## src/rtl/isc_pkg.sv

```systemverilog
package isc_pkg;
  localparam int NUM_REGS = 8;

  localparam logic [3:0] CLS_ADDR  = 4'd1;
  localparam logic [3:0] CLS_WALK  = 4'd2;
  localparam logic [3:0] CLS_BREAK = 4'd3;
  localparam logic [3:0] CLS_SPEC  = 4'd4;

  typedef enum logic [2:0] {
    SEL_STATUS = 3'd0,
    SEL_IP     = 3'd1,
    SEL_FADDR  = 3'd2,
    SEL_ATTR   = 3'd3,
    SEL_LAST   = 3'd4,
    SEL_IMM    = 3'd5,
    SEL_HASH   = 3'd6,
    SEL_FRAME  = 3'd7
  } regSel_t;

  typedef struct packed {
    logic                capture;
    logic                ldAddr;
    logic                ldHash;
    logic                ldImm;
    logic                ldRetired;
    logic                restore;
    logic [NUM_REGS-1:0] swLoad;
  } strobe_t;
endpackage

```

## src/rtl/isc_ctrl.sv

```systemverilog
module isc_ctrl
  import isc_pkg::*;
(
  input  logic       intrReq,
  input  logic [3:0] intrClass,
  input  logic       rfiReq,
  input  logic       retireValid,
  input  logic       icBit,
  input  logic       swWrEn,
  input  logic [2:0] swWrSel,
  output strobe_t    strobes
);
  logic isAddrClass;
  logic isImmClass;

  assign isAddrClass = (intrClass == CLS_ADDR) || (intrClass == CLS_WALK);
  assign isImmClass  = (intrClass == CLS_BREAK) || (intrClass == CLS_SPEC);

  assign strobes.capture   = intrReq;
  assign strobes.ldAddr    = intrReq && isAddrClass;
  assign strobes.ldHash    = intrReq && (intrClass == CLS_WALK);
  assign strobes.ldImm     = intrReq && isImmClass;
  assign strobes.ldRetired = retireValid && icBit;
  // interruption has priority over a same-cycle return
  assign strobes.restore   = rfiReq && !intrReq;

  for (genvar g = 0; g < NUM_REGS; g++) begin : g_swdec
    assign strobes.swLoad[g] = swWrEn && (swWrSel == 3'(g));
  end
endmodule

```

## src/rtl/isc_datapath.sv

```systemverilog
module isc_datapath
  import isc_pkg::*;
#(
  parameter int DATA_W   = 64,
  parameter int IMM_W    = 21,
  parameter int SLOT_LSB = 8
) (
  input  logic              clk,
  input  logic              rstN,
  input  strobe_t           strobes,
  input  logic [DATA_W-1:0] liveStatus,
  input  logic [DATA_W-1:0] bundleIp,
  input  logic [1:0]        slotIdx,
  input  logic [DATA_W-1:0] retireAddr,
  input  logic [DATA_W-1:0] faultAddr,
  input  logic [DATA_W-1:0] pageAttr,
  input  logic [DATA_W-1:0] hashAddr,
  input  logic [IMM_W-1:0]  intrImm,
  input  logic [DATA_W-1:0] swWrData,
  input  logic [2:0]        rdSel,
  output logic [DATA_W-1:0] rdData,
  output logic              restoreValid,
  output logic [DATA_W-1:0] restoredStatus,
  output logic [DATA_W-1:0] redirAddr
);
  localparam logic [DATA_W-1:0] ALIGN_MASK = ~DATA_W'(4'hF);
  localparam logic [DATA_W-1:0] VALID_MASK = ~(DATA_W'(1) << (DATA_W - 1));

  logic [DATA_W-1:0] savedStatus, savedIp, faultAddrQ, pageAttrQ;
  logic [DATA_W-1:0] lastRetired, immQ, hashQ, frameState;
  logic [DATA_W-1:0] statusCapture;

  always_comb begin
    statusCapture = liveStatus;
    statusCapture[SLOT_LSB +: 2] = slotIdx;
  end

  always_ff @(posedge clk) begin
    if (!rstN) begin
      savedStatus <= '0;
      savedIp     <= '0;
    end else begin
      if (strobes.capture) begin
        savedStatus <= statusCapture;
        savedIp     <= bundleIp & ALIGN_MASK;
      end else begin
        if (strobes.swLoad[SEL_STATUS]) savedStatus <= swWrData;
        if (strobes.swLoad[SEL_IP])     savedIp     <= swWrData & ALIGN_MASK;
      end
    end
  end

  always_ff @(posedge clk) begin
    if (!rstN) begin
      faultAddrQ <= '0;
      pageAttrQ  <= '0;
    end else if (strobes.ldAddr) begin
      faultAddrQ <= faultAddr;
      pageAttrQ  <= pageAttr;
    end else begin
      if (strobes.swLoad[SEL_FADDR]) faultAddrQ <= swWrData;
      if (strobes.swLoad[SEL_ATTR])  pageAttrQ  <= swWrData;
    end
  end

  always_ff @(posedge clk) begin
    if (!rstN)                     lastRetired <= '0;
    else if (strobes.ldRetired)    lastRetired <= retireAddr & ALIGN_MASK;
    else if (strobes.swLoad[SEL_LAST]) lastRetired <= swWrData & ALIGN_MASK;
  end

  always_ff @(posedge clk) begin
    if (!rstN)                        immQ <= '0;
    else if (strobes.ldImm)           immQ <= DATA_W'(intrImm);
    else if (strobes.swLoad[SEL_IMM]) immQ <= swWrData;
  end

  always_ff @(posedge clk) begin
    if (!rstN)                         hashQ <= '0;
    else if (strobes.ldHash)           hashQ <= hashAddr;
    else if (strobes.swLoad[SEL_HASH]) hashQ <= swWrData;
  end

  logic [DATA_W-1:0] frameNext;
  always_comb begin
    frameNext = strobes.swLoad[SEL_FRAME] ? swWrData : frameState;
    if (strobes.capture) frameNext = frameNext & VALID_MASK;
  end

  always_ff @(posedge clk) begin
    if (!rstN) frameState <= '0;
    else       frameState <= frameNext;
  end

  always_ff @(posedge clk) begin
    if (!rstN) begin
      restoreValid   <= 1'b0;
      restoredStatus <= '0;
      redirAddr      <= '0;
    end else begin
      restoreValid <= strobes.restore;
      if (strobes.restore) begin
        restoredStatus <= savedStatus;
        redirAddr      <= savedIp;
      end
    end
  end

  always_comb begin
    unique case (regSel_t'(rdSel))
      SEL_STATUS: rdData = savedStatus;
      SEL_IP:     rdData = savedIp;
      SEL_FADDR:  rdData = faultAddrQ;
      SEL_ATTR:   rdData = pageAttrQ;
      SEL_LAST:   rdData = lastRetired;
      SEL_IMM:    rdData = immQ;
      SEL_HASH:   rdData = hashQ;
      SEL_FRAME:  rdData = frameState;
      default:    rdData = '0;
    endcase
  end
endmodule

```

## src/rtl/intr_state_capture.sv

```systemverilog
module intr_state_capture
  import isc_pkg::*;
#(
  parameter int DATA_W   = 64,
  parameter int IMM_W    = 21,
  parameter int SLOT_LSB = 8,
  parameter int IC_BIT   = 13
) (
  input  logic              clk,
  input  logic              rstN,
  input  logic [DATA_W-1:0] liveStatus,
  input  logic [DATA_W-1:0] bundleIp,
  input  logic [1:0]        slotIdx,
  input  logic              retireValid,
  input  logic [DATA_W-1:0] retireAddr,
  input  logic              intrReq,
  input  logic [3:0]        intrClass,
  input  logic [DATA_W-1:0] faultAddr,
  input  logic [DATA_W-1:0] pageAttr,
  input  logic [DATA_W-1:0] hashAddr,
  input  logic [IMM_W-1:0]  intrImm,
  input  logic              rfiReq,
  input  logic              swWrEn,
  input  logic [2:0]        swWrSel,
  input  logic [DATA_W-1:0] swWrData,
  input  logic [2:0]        rdSel,
  output logic [DATA_W-1:0] rdData,
  output logic              restoreValid,
  output logic [DATA_W-1:0] restoredStatus,
  output logic [DATA_W-1:0] redirAddr
);
  strobe_t strobes;

  isc_ctrl u_ctrl (
    .intrReq    (intrReq),
    .intrClass  (intrClass),
    .rfiReq     (rfiReq),
    .retireValid(retireValid),
    .icBit      (liveStatus[IC_BIT]),
    .swWrEn     (swWrEn),
    .swWrSel    (swWrSel),
    .strobes    (strobes)
  );

  isc_datapath #(
    .DATA_W  (DATA_W),
    .IMM_W   (IMM_W),
    .SLOT_LSB(SLOT_LSB)
  ) u_dp (
    .clk           (clk),
    .rstN          (rstN),
    .strobes       (strobes),
    .liveStatus    (liveStatus),
    .bundleIp      (bundleIp),
    .slotIdx       (slotIdx),
    .retireAddr    (retireAddr),
    .faultAddr     (faultAddr),
    .pageAttr      (pageAttr),
    .hashAddr      (hashAddr),
    .intrImm       (intrImm),
    .swWrData      (swWrData),
    .rdSel         (rdSel),
    .rdData        (rdData),
    .restoreValid  (restoreValid),
    .restoredStatus(restoredStatus),
    .redirAddr     (redirAddr)
  );
endmodule

```

## config.mk

```make
export PLATFORM = sky130hd
export DESIGN_NAME = intr_state_capture
export DESIGN_NICKNAME = d
export VERILOG_FILES = /design/src/rtl/isc_pkg.sv /design/src/rtl/isc_ctrl.sv /design/src/rtl/isc_datapath.sv /design/src/rtl/intr_state_capture.sv
export SDC_FILE = /design/constraint.sdc
export NUM_CORES = 2
export LEC_CHECK = 0
export CAP_MARGIN = 20
export CORE_UTILIZATION = 45
export DETAILED_ROUTE_END_ITERATION = 12
export PLACE_DENSITY = 0.7
export SKIP_LAST_GASP = 1
export SLEW_MARGIN = 15
export SYNTH_ARGS = -nofsm -noshare
export SYNTH_HDL_FRONTEND = slang
export SYNTH_HIERARCHICAL = 1
export SYNTH_SLANG_ARGS = --single-unit
```

## constraint.sdc

```tcl
create_clock -name clk -period 5 [get_ports clk]
set_clock_uncertainty 0.1 [all_clocks]
set_input_delay 0.75 -clock clk [delete_from_list [all_inputs] [get_ports clk]]
set_output_delay 0.75 -clock clk [all_outputs]
set_load 0.01 [all_outputs]
```

==> results.sh <==
export IMPL_status="completed"
export IMPL_avgRoutedWirePerCell_um=22.2
export IMPL_final_cells=5102
export IMPL_hold_depth=2
export IMPL_post_route_period_util=0.832
export IMPL_worstReg2RegEnd="u_dp/savedStatus[48]"
export IMPL_synth_compound_area_frac=0.133
export IMPL_wirelength_met1_um=48800
export IMPL_grt_pass1_wl_um=166000
export IMPL_clock_fmax_mhz=240
export IMPL_hold_start="u_dp/immQ[40]"
export IMPL_synthFlopType="dfxtp_1"
export IMPL_final_nets=4574
export IMPL_cap_violations=0
export IMPL_yosys_area_share_adder=0
export IMPL_startpoint_type="input pin"
export IMPL_synth_commonest_cells="mux2i_1 (684), dfxtp_1 (629), nand2_1 (407)"
export IMPL_maxUsedRoutingLayer="met5"
export IMPL_dpl_hpwl_um=73400
export IMPL_place_area_um2=38900
export IMPL_synthSimpleGateAreaFrac=0.198
export IMPL_fin_area_um2=41300
export IMPL_cts_resized_gates=0
export IMPL_grt_overflow=0
export IMPL_vias=27900
export IMPL_io_buffers=665
export IMPL_via_per_inst=5.48
export IMPL_yosysUniqueCellTypes=40
export IMPL_drtPass1Iterations=5
export IMPL_synth_top_family_by_area="multiplexers"
export IMPL_num_io_pins=680
export IMPL_rows=97
export IMPL_drc=0
export IMPL_clk_pin_slew_worst_paths_ns=0.05
export IMPL_fp_dieH_um=268
export IMPL_p_leak_uw=0.0143
export IMPL_max_vdd_ir_drop_v=0.000211
export IMPL_start_util=0.455
export IMPL_grt_setup_unrepaired="false"
export IMPL_synth_top_area_frac=0.395
export IMPL_syn_avg_cell_area_um2=8.72
export IMPL_ant_nets=0
export IMPL_tightest_slew_ns=1.05
export IMPL_synth_area_leader_cell="dfxtp_1"
export IMPL_timing_critical_path_from="rdSel[2]"
export IMPL_grt_pass1_vias=27000
export IMPL_hp_class="reg2reg"
export IMPL_muxShareOfSynthArea=0.215
export IMPL_synth_area_leaders="dfxtp_1 (39%), mux2i_1 (21%), and2_1 (7.9%)"
export IMPL_fin_setup_tns_ns=0
export IMPL_worst_ep_required_time_ns=4.15
export IMPL_setup_viol=0
export IMPL_hold_viol=0
export IMPL_coreArea_um2=70100
export IMPL_die_w_um=268
export IMPL_cts_sinks=629
export IMPL_antenna_found_initial=35
export IMPL_clk_path_buf_depth=3
export IMPL_r2r_start="u_dp/savedStatus[48]"
export IMPL_ys_ff_latch=629
export IMPL_end_kind="output port"
export IMPL_die_area_um2=72000
export IMPL_drt_iter0_drc=2142
export IMPL_dp_cells=4953
export IMPL_cp_arrival_ns=3.31
export IMPL_yosysMostFrequentCell="mux2i_1"
export IMPL_crit_fanout=51
export IMPL_met3WireLength_um=7580
export IMPL_post_cts_buffers=0
export IMPL_clock_latency_ns=0.60
export IMPL_yosysSeqAreaShare=0.395
export IMPL_drv_slew=0
export IMPL_postCtsHoldBufs=0
export IMPL_grt_start_max_net_pins=247
export IMPL_syn_inst=3660
export IMPL_synth_edff_count=0
export IMPL_synth_xor_area_share=0.000274
export IMPL_gp_congestion=0.833
export IMPL_numCtsBuffers=72
export IMPL_synth_area_um2=31900
export IMPL_rrSetupSlack_ns=3.83
export IMPL_synthToLayoutAreaGrowth_pct=29.3
export IMPL_power_density_nw_per_um2=298
export IMPL_critical_path_class="in2out"
export IMPL_htreeDepth=3
export IMPL_wl_um=113000
export IMPL_async_reset_ff_frac=0
export IMPL_cts_tree="built"
export IMPL_min_to="u_dp/immQ[40]"
export IMPL_drive_above_1_share=0.0464
export IMPL_r2r_worst_path_cells=3
export IMPL_synth_warning_count=6
export IMPL_cts_root_buf="clkbuf_16"
export IMPL_slew_headroom=0.299
export IMPL_track_usage=0.302
export IMPL_fin_crit_ns=4.16
export IMPL_routed_wl_met2_um=53400
==> per-stage QoR <==
stage	util	worst slack (ns)	hold WS, ns	total power [uW]
6_report	0.588	0.840	0.393	12300
5_1_grt	0.588	0.768	0.418	12700
4_1_cts	0.587	0.898	0.395	12400
3_5_place_dp	0.554	0.909	0.380	7150
3_3_place_gp	0.554	0.918	0.373	7130
2_1_floorplan	-	2.31	0.360	6300
==> worst max-delay path by stage <==
stage | end
after global placement | rdData[36]
final | rdData[36]
after global routing | rdData[36]
after detailed placement | rdData[36]
after CTS | rdData[36]
after floorplan | rdData[11]
==> cell usage in the layout (no fill, tap or decap), drive strengths merged, types with 47 or more instances in the layout <==
cell	synthesis	layout
o2bb2ai	47	47
a221oi	103	103
buf	160	63
dfxtp	629	629
clkdlybuf4s50	0	660
clkbuf	214	106
mux2i	684	684
nand2	407	407
nand2b	60	60
nor2b	190	190
and2	401	401
inv	60	63
o21ai	400	400
a22o	54	54
nor2	158	158
==> logic make-up after synthesis <==
group / count (synthesis)
AOI/OAI and AO/OA: 676
xor gates and xnor gates: 1
buffers and inverters: 434
DFF: 629
muxes: 685
other: 1
and+or+nand+nor: 1234
==> state kept, by name, summed over array words and instances, names as in the netlist <==
signal and flops:
u_dp/hashQ 64, u_dp/frameState 64, u_dp/restoredStatus 64, u_dp/redirAddr 60, u_dp/pageAttrQ 64, u_dp/immQ 64, u_dp/faultAddrQ 64, u_dp/lastRetired 60
u_dp/savedIp 60, u_dp/savedStatus 64, u_dp/restoreValid 1
==> power by group <==
group | total, uW | leakage, uW | switching, uW | internal (uW)
Clock | 5250 | 0.00113 | 2160 | 3090
Sequential | 5330 | 0.00512 | 122 | 5210
Combinational | 1730 | 0.00801 | 855 | 872
Total | 12300 | 0.0143 | 3140 | 9170
==> layer usage <==
metal  vias up  track usage
li1      13300            -
met1     13500        0.388
met2       934        0.494
met3       199       0.0626
met4        26        0.120
met5         -            0
==> final cells by class <==
type / count / area [um2]
clock buffers: 105 / 2120
diodes: 27 / 67.6
flip-flops and latches: 629 / 12600
inverters: 60 / 225
repair buffers: 724 / 7320
clock inverters: 17 / 188
fillers: 6396 / 28900
multi-input cells: 2600 / 17600
well taps: 940 / 1180
==> critical path, cell delays in order <==
cell and delay, ns:
buf_6 0.23, inv_1 0.21, buf_4 0.20, and3_2 0.68, a21oi_1 0.17, a21oi_1 0.39
clkdlybuf4s50_1 0.63
No activity file was read; power rests on OpenSTA's default activity.
